**config.mk**
```make
export PLATFORM = sky130hd
export DESIGN_NAME = can_mode_ctrl
export DESIGN_NICKNAME = d
export VERILOG_FILES = /design/src/rtl/can_mode_pkg.sv /design/src/rtl/can_sync_cnt.sv /design/src/rtl/can_mode_fsm.sv /design/src/rtl/can_path_dec.sv /design/src/rtl/can_mode_ctrl.sv
export SDC_FILE = /design/constraint.sdc
export NUM_CORES = 1
export LEC_CHECK = 0
export BUFFER_PORTS_ARGS = -buffer_cell sky130_fd_sc_hd__clkbuf_2
export CAP_MARGIN = 30
export CORE_MARGIN = 2
export CORE_UTILIZATION = 42
export DETAILED_ROUTE_END_ITERATION = 6
export GPL_TIMING_DRIVEN = 0
export PLACE_DENSITY = 0.74
export SYNTH_ARGS = -nofsm -noshare
export SYNTH_HDL_FRONTEND = slang
export SYNTH_HIERARCHICAL = 1
export SYNTH_SLANG_ARGS = --single-unit
```
**constraint.sdc**
```tcl
create_clock -name clk -period 1.65 [get_ports clk]
set_input_delay 0.33 -clock clk [delete_from_list [all_inputs] [get_ports clk]]
set_output_delay 0.33 -clock clk [all_outputs]
set_load 0.05 [all_outputs]
```
**src/rtl/can_mode_pkg.sv**
```systemverilog
package can_mode_pkg;
  typedef enum logic [2:0] {
    M_INIT    = 3'd0,
    M_NORMAL  = 3'd1,
    M_LISTEN  = 3'd2,
    M_LOOP    = 3'd3,
    M_SLEEP   = 3'd4,
    M_DISABLE = 3'd5,
    M_STOP    = 3'd6,
    M_SYNC    = 3'd7
  } mode_e;

  localparam int unsigned ACK_W = 7;

  function automatic mode_e op_pick(input logic loop_r, input logic listen_r);
    if (loop_r)        return M_LOOP;
    else if (listen_r) return M_LISTEN;
    else               return M_NORMAL;
  endfunction

  function automatic logic is_oper(input mode_e m);
    return (m == M_NORMAL) || (m == M_LISTEN) || (m == M_LOOP);
  endfunction
endpackage

```
**src/rtl/can_sync_cnt.sv**
```systemverilog
module can_sync_cnt #(
  parameter int unsigned IDLE_BITS = 11
) (
  input  logic clk,
  input  logic rst_n,
  input  logic active,
  input  logic bit_tick,
  input  logic rx_bit,
  output logic done
);
  localparam int unsigned CW = $clog2(IDLE_BITS + 1);
  localparam logic [CW-1:0] LAST = CW'(IDLE_BITS - 1);

  logic [CW-1:0] run_q;

  assign done = active && bit_tick && rx_bit && (run_q == LAST);

  always_ff @(posedge clk or negedge rst_n) begin
    if (!rst_n)                 run_q <= '0;
    else if (!active || done)   run_q <= '0;
    else if (bit_tick)          run_q <= rx_bit ? run_q + 1'b1 : '0;
  end


  run_bound_chk: assert property (@(posedge clk) disable iff (!rst_n)
    run_q < CW'(IDLE_BITS));


  dominant_restart_chk: assert property (@(posedge clk) disable iff (!rst_n)
    (active && bit_tick && !rx_bit) |=> (run_q == '0));
endmodule

```
**src/rtl/can_mode_fsm.sv**
```systemverilog
module can_mode_fsm
  import can_mode_pkg::*;
(
  input  logic  clk,
  input  logic  rst_n,
  input  logic  req_init,
  input  logic  req_sleep,
  input  logic  req_listen,
  input  logic  req_loop,
  input  logic  req_disable,
  input  logic  req_stop,
  input  logic  bus_idle,
  input  logic  sync_done,
  output mode_e mode_q
);
  mode_e nxt;

  always_comb begin
    nxt = mode_q;
    unique case (mode_q)
      M_INIT:    if (!req_init) nxt = M_SYNC;
      M_SYNC:    if (sync_done) nxt = op_pick(req_loop, req_listen);
      M_NORMAL, M_LISTEN, M_LOOP: begin
        if (req_sleep && bus_idle) nxt = M_SLEEP;
        else                       nxt = op_pick(req_loop, req_listen);
      end
      M_SLEEP: begin
        if (req_init)         nxt = M_INIT;
        else if (req_stop)    nxt = M_STOP;
        else if (req_disable) nxt = M_DISABLE;
        else if (!req_sleep)  nxt = M_SYNC;
      end
      M_STOP:    if (!req_stop)    nxt = M_SLEEP;
      M_DISABLE: if (!req_disable) nxt = M_SLEEP;
      default:   nxt = M_INIT;
    endcase
  end

  always_ff @(posedge clk or negedge rst_n) begin
    if (!rst_n) mode_q <= M_INIT;
    else        mode_q <= nxt;
  end


  no_runtime_init_chk: assert property (@(posedge clk) disable iff (!rst_n)
    is_oper(mode_q) |=> (mode_q != M_INIT));


  sleep_needs_idle_chk: assert property (@(posedge clk) disable iff (!rst_n)
    (is_oper(mode_q) && !bus_idle) |=> (mode_q != M_SLEEP));


  stop_exit_chk: assert property (@(posedge clk) disable iff (!rst_n)
    (mode_q == M_STOP && !req_stop) |=> (mode_q == M_SLEEP));
endmodule

```
**src/rtl/can_path_dec.sv**
```systemverilog
module can_path_dec
  import can_mode_pkg::*;
(
  input  logic             clk,
  input  logic             rst_n,
  input  mode_e            mode_q,
  input  logic             cfg_wr_req,
  output logic [ACK_W-1:0] mode_ack,
  output logic             cfg_wr_en,
  output logic             tx_en,
  output logic             rx_en,
  output logic             bus_drive_en,
  output logic             loop_en
);
  always_comb begin
    mode_ack = '0;
    if (mode_q != M_SYNC) mode_ack[mode_q] = 1'b1;
  end

  assign cfg_wr_en    = cfg_wr_req && (mode_q == M_INIT);
  assign tx_en        = (mode_q == M_NORMAL) || (mode_q == M_LOOP);
  assign rx_en        = is_oper(mode_q);
  assign bus_drive_en = (mode_q == M_NORMAL);
  assign loop_en      = (mode_q == M_LOOP);


  ack_onehot_chk: assert property (@(posedge clk) disable iff (!rst_n)
    $onehot0(mode_ack));


  cfg_gate_chk: assert property (@(posedge clk) disable iff (!rst_n)
    cfg_wr_en |-> mode_ack[0]);


  loop_quiet_chk: assert property (@(posedge clk) disable iff (!rst_n)
    loop_en |-> (!bus_drive_en && rx_en));
endmodule

```
**src/rtl/can_mode_ctrl.sv**
```systemverilog
module can_mode_ctrl
  import can_mode_pkg::*;
#(
  parameter int unsigned IDLE_BITS = 11
) (
  input  logic             clk,
  input  logic             rst_n,
  input  logic             req_init,
  input  logic             req_sleep,
  input  logic             req_listen,
  input  logic             req_loop,
  input  logic             req_disable,
  input  logic             req_stop,
  input  logic             bus_idle,
  input  logic             bit_tick,
  input  logic             rx_bit,
  input  logic             cfg_wr_req,
  output logic             cfg_wr_en,
  output logic [ACK_W-1:0] mode_ack,
  output logic             tx_en,
  output logic             rx_en,
  output logic             bus_drive_en,
  output logic             loop_en
);
  mode_e mode_q;
  logic  sync_done;

  can_sync_cnt #(.IDLE_BITS(IDLE_BITS)) u_sync (
    .clk      (clk),
    .rst_n    (rst_n),
    .active   (mode_q == M_SYNC),
    .bit_tick (bit_tick),
    .rx_bit   (rx_bit),
    .done     (sync_done)
  );

  can_mode_fsm u_fsm (
    .clk         (clk),
    .rst_n       (rst_n),
    .req_init    (req_init),
    .req_sleep   (req_sleep),
    .req_listen  (req_listen),
    .req_loop    (req_loop),
    .req_disable (req_disable),
    .req_stop    (req_stop),
    .bus_idle    (bus_idle),
    .sync_done   (sync_done),
    .mode_q      (mode_q)
  );

  can_path_dec u_dec (
    .clk          (clk),
    .rst_n        (rst_n),
    .mode_q       (mode_q),
    .cfg_wr_req   (cfg_wr_req),
    .mode_ack     (mode_ack),
    .cfg_wr_en    (cfg_wr_en),
    .tx_en        (tx_en),
    .rx_en        (rx_en),
    .bus_drive_en (bus_drive_en),
    .loop_en      (loop_en)
  );


  drive_only_normal_chk: assert property (@(posedge clk) disable iff (!rst_n)
    bus_drive_en |-> mode_ack[1]);
endmodule

```
; Yosys cells after proc, flatten, opt, wreduce, memory -nomap -nowiden
; Index checks and enable logic that the tools add are counted.
[classes]
addsub = 1
order_cmp = 2
eq_ne = 14
muxes = 18
n_reduce_logical = 15
[op_table]
columns = cell, n
row1 = $mux 3, 10
row2 = $pmux 3 s6, 1
row3 = $eq 3x3->1 const B, 4
row4 = $mux 4, 3
row5 = $ne 2x2->1 const B, 4
row6 = $mux 7, 1
row7 = $eq 3x2->1 const B, 2
row8 = $logic_and 1x1->1, 6
row9 = $ne 5x5->1 const B, 1
row10 = $reduce_and 5->1, 1
row11 = $add 4x1->4 const B, 1
row12 = $eq 4x4->1 const B, 1
row13 = $logic_or 1x1->1, 4
row14 = $lt 3x4->1 const B, 1
row15 = $demux 1 s3, 1
row16 = $eq 3x1->1 const B, 1
row17 = $ge 3x1->1 const B, 1
row18 = $logic_not 3->1, 1
row19 = $ne 3x3->1 const B, 1
row20 = $reduce_or 3->1, 1
row21 = $mux 2, 1
row22 = $reduce_bool 2->1, 1
row23 = $logic_not 1->1, 1
row24 = $mux 1, 1
[totals]
ff_bits = 7
inputBits = 12
out_inout_bits = 12
elab_cells = 52

; Depth between registers and ports, before layout
[depth]
ltp_word = 6
mapped_depth = 7
mapped_depth_nobuf = 7

; Cells and area by module
; Netlist, hierarchy kept.
[modules_own_cells]
columns = mod, instances, cells_per_inst, area_per_inst_um2, seq_area_each_um2
row1 = can_sync_cnt, 1, 26, 246.5, 100.1
row2 = can_mode_fsm, 1, 26, 235.2, 75.1
row3 = can_path_dec, 1, 15, 147.6, 0.0
row4 = can_mode_ctrl, 1, 1, 6.3, 0.0

; Worst setup path after synthesis
; OpenSTA, ideal clock, no wires.
[synth_timing]
kind = register -> output
startpoint = register u_fsm.mode_q[0]
endpoint = output port mode_ack[0]
t_arrival_ps = 1711
slack_ps = -391
path_stages_with_launch = 3
path_cell_list = dfrtp_1 > buf_4 > nor3_1
[synth_via]
elab_chain_len = 5
[synth_rtl]
columns = element, line
row1 = start: declaration, can_mode_fsm.sv:14  ; output mode_e mode_q
row2 = start signal: assignment, can_mode_fsm.sv:41  ; else mode_q <= nxt;
row3 = $lt 3x4->1 (implied by the code) or $ge 3x1->1 (tied branches), can_path_dec.sv:17  ; if (mode_q != M_SYNC) mode_ack[mode_q] = 1'b1;
row4 = $logic_and 1x1->1 (implied by the code), can_path_dec.sv:17
row5 = $mux 1 (implied by the code), can_path_dec.sv:17
row6 = $demux 1 s3, --
row7 = $mux 7 (*), can_path_dec.sv:17
row8 = end: declaration, can_mode_ctrl.sv:19  ; output logic [ACK_W-1:0] mode_ack,
; Mark *: on every way between the ends. The rest lies on a longest branch, timed or not.

; Final worst setup path
[layout_timing]
startpoint = register u_sync.run_q[0]
endpoint = register u_fsm.mode_q[0]
[layout_via]
elab_chain_len = 4
[layout_rtl]
columns = element, line
row1 = start: declaration, can_sync_cnt.sv:14  ; logic [CW-1:0] run_q;
row2 = start signal: assignment, can_sync_cnt.sv:21  ; else if (bit_tick) run_q <= rx_bit ? run_q + 1'b1 : '0;
row3 = $eq 4x4->1, can_sync_cnt.sv:16  ; assign done = active && bit_tick && rx_bit && (run_q == LAST);
row4 = $logic_and 1x1->1, can_sync_cnt.sv:16
row5 = via sync_done, can_mode_ctrl.sv:26  ; logic sync_done;
row6 = $ne 2x2->1 (no line), --
row7 = $reduce_and 5->1 (no line), --
; The timed path passes the listed nets, and every way through them passes these cells.
; A chain may end at the register's enable or synchronous reset.

==> results.txt <==
Total Wirelength = 1530 µm
die height = 42.9 µm
RePlAce Congestion = 0.820
mux share of post-synthesis cell area = 0.0650
failing checks = setup timing
largest net degree at the start of global routing = 11
Seq/Total Area, Yosys = 0.276
Min-Delay Endpoint = u_sync/run_q[2]
first-pass GRT wire length = 2420 µm
core area = 0.00145 mm²
Yosys reg bits = 7
CTS clk-pin slew, worst paths = 60 ps
drt first pass iters = 4
Power Internal = 0.987 mW
vias in the first global route = 585
crit path capture type = flop
post-synth cell types = 33
WP data required = 1790 ps
FF-to-FF Start = u_sync/run_q[0]
IO buf count = 23
slowest CP cell = dfrtp_1
Worst EP arrival = 1870 ps
capture point of the worst reg-to-reg path = u_fsm/mode_q[0]
Final HPWL DP = 966 µm
critical path fanouts, max = 2
CP top delay family = compound AO/OA/AOI/OAI gates
Setup violations, final = 2
Critical Path Max Stage Delay = 390 ps
Fmax = 0.580 GHz
die area = 0.00184 mm²
Clock power frac = 0.085
DRC = 0
final worst slack = -75.2 ps
H-tree depth = 1
Syn. warnings = 6
CP startpoint kind = flop
Psw = 0.955 mW
final worst-path cycle share = 1.05
Synth Area in Compound Gates = 0.187
Starting Density = 0.437
drt initial violations = 19
Synth Area in Simple Gates = 0.380
CP Class = reg2reg
outcome = finished, violations left
area grow syn2layout = 57.7%
final slew viol count = 0
CTS Root Cell = clkbuf_4
minimum clock period = 1730 ps
total number of vias = 647
Worst Hold Class = in2reg
max_slew headroom = 0.663
Num CTS Buffers = 3
Cell Chain, Critical Path = inv_2 -> ha_4 -> nand2_4 -> nor4b_4 -> o221ai_2 -> a22o_1 -> mux2_4
main combinational cell family by area after synthesis = simple AND/OR/NAND/NOR gates
FF-to-FF setup slack = -80 ps
Layout fillers = 106
Fin. Hold Viols = 0
Worst-Margin Slew = 502 ps
initial antenna violation count = 0
worst slack at placement = -183 ps
most common cell after layout, fill and taps aside = buf_4
Synth Area in XOR/XNOR = 0
Power, Total = 1.94 mW
commonest non-fill, non-tap cells in the layout = buf_4, clkbuf_2, clkbuf_4
Post-Layout Inst Area = 0.00100 mm²
hold_sp = rx_bit
Fin Clk Skew = 2.66 ps
syn avg cell area = 9.35 µm²
# clock sinks = 7
WP buf/inv = 1
Vias per Instance = 5.22
fin nets = 123
Flop pwr share = 0.141
LEAKAGE = 0.482 nW
syn nets = 82
Reg2Reg Depth = 7
Site Rows = 14
Gate power share = 0.775
share of cells above drive strength 1 = 0.565
total track usage = 0.179
area post-placement = 807 µm²
ANT cells = 0
post-synthesis adder-cell area fraction = 0.0394
max cap viols = 0
GR Overflow Total = 0
die width = 42.9 µm
Skew-Pair Late Insertion Delay = 260 ps
pwr dens = 1940 mW/mm²
switching share of power = 0.492
I/O pins = 24
worst ir drop on vdd = 0.000961 V
Final ANT Viol Nets = 0
RSZ-0062 raised after global routing = true
worst-case clock buffer depth = 2
gate count after technology mapping = 68
mapped cell area = 636 µm²
Worst Hold Path Cells = 3
routed len/inst = 12.3 µm
CTS tree = built
## cells by family after synthesis
logic type                 count (synthesis)
DFF                                        7
and+or+nand+nor                           34
muxes                                      3
adders and majority gates                  2
buffers and inverters                      5
AOI/OAI and AO/OA                         17
## synthesized netlist by cell type
cell type,instances,area [µm²]
a21o_1,1,7.51
a21oi_1,3,15.0
a22o_1,3,26.3
a31oi_1,1,6.26
a32oi_1,1,8.76
and3_1,1,6.26
and3b_1,5,43.8
buf_4,2,15.0
buf_6,1,11.3
dfrtp_1,7,175
ha_1,2,25.0
inv_1,2,7.51
mux2_2,1,11.3
mux2_4,2,30.0
nand2_1,3,11.3
nand2_2,1,6.26
nand2b_1,3,18.8
nand3_1,2,10.0
nand3b_1,1,7.51
nor2_1,4,15.0
nor2b_1,5,31.3
nor3_1,1,5.00
nor3b_2,4,50.1
nor4b_1,1,8.76
nor4b_2,1,15.0
o21a_1,1,7.51
o21ai_0,3,15.0
o21ba_2,1,10.0
o221ai_1,1,8.76
o22ai_1,1,6.26
o31ai_1,1,7.51
or2_2,1,6.26
or3_1,1,6.26
## per-stage QoR
step,TNS (ps),std cells,util,hold slack [ps]
after floorplan,-34.9,68,-,34.4
after global placement,-296,107,0.555,171
after detailed placement,-363,107,0.555,177
after CTS,-168,124,0.665,344
after global routing,-334,124,0.689,406
final,-147,124,0.689,356
## registers in the layout, summed over array words and instances (netlist names)
register,cells
u_fsm/mode_q,3
u_sync/run_q,4
## worst min-delay path: stages
cell and delay, ps:
clkbuf_2 110, o21ai_0 70, a21oi_1 60
## power groups by stage
stage          combinational [mW]  sequential, mW  clock [mW]
2_1_floorplan               0.974           0.292           0
3_3_place_gp                 1.14           0.313           0
3_5_place_dp                 1.15           0.317           0
4_1_cts                      1.43           0.272       0.173
5_1_grt                      1.60           0.279       0.178
6_report                     1.50           0.273       0.164
## routing by layer
layer | wire length [µm] | vias up | track usage
met2 | 776 | 21 | 0.294
li1 | - | 333 | -
met3 | 69 | 4 | 0.0255
met1 | 648 | 289 | 0.217
met4 | 34 | 0 | 0.113
met5 | 0 | - | 0
## layout make-up
cell class                 count  area (µm²)  share of cell area
buffer                         3        30.0              0.0300
clock buffer                   4        26.3              0.0262
inverter                       2        7.51             0.00749
multi-input combinational     56         488               0.487
sequential                     7         179               0.179
tap                           16        20.0              0.0200
timing repair buffer          36         251               0.251
## worst max-delay path by stage
stage | cells past startpoint | endpoint | slack [ps] | start
after global placement | 5 | u_fsm/mode_q[0] | -150 | u_fsm/mode_q[2]
after detailed placement | 5 | u_fsm/mode_q[0] | -180 | u_fsm/mode_q[2]
after global routing | 7 | u_fsm/mode_q[0] | -140 | u_sync/run_q[0]
after floorplan | 7 | u_fsm/mode_q[0] | -20 | u_sync/run_q[0]
after CTS | 7 | u_fsm/mode_q[0] | -90 | u_sync/run_q[0]
final | 7 | u_fsm/mode_q[0] | -80 | u_sync/run_q[0]
## what timing repair did
| item | 4_1_cts | 5_1_grt |
|---|---|---|
| gates cloned | 1 | 0 |
| pin swaps | 2 | 0 |
| setup endpoints to repair | 14 | 8 |
| hold endpoints to repair | 7 | 0 |
| hold buffers | 1 | 0 |
| gates resized for setup | 12 | 13 |
| buffers inserted | 11 | 0 |
(Power assumes the default switching activity.)
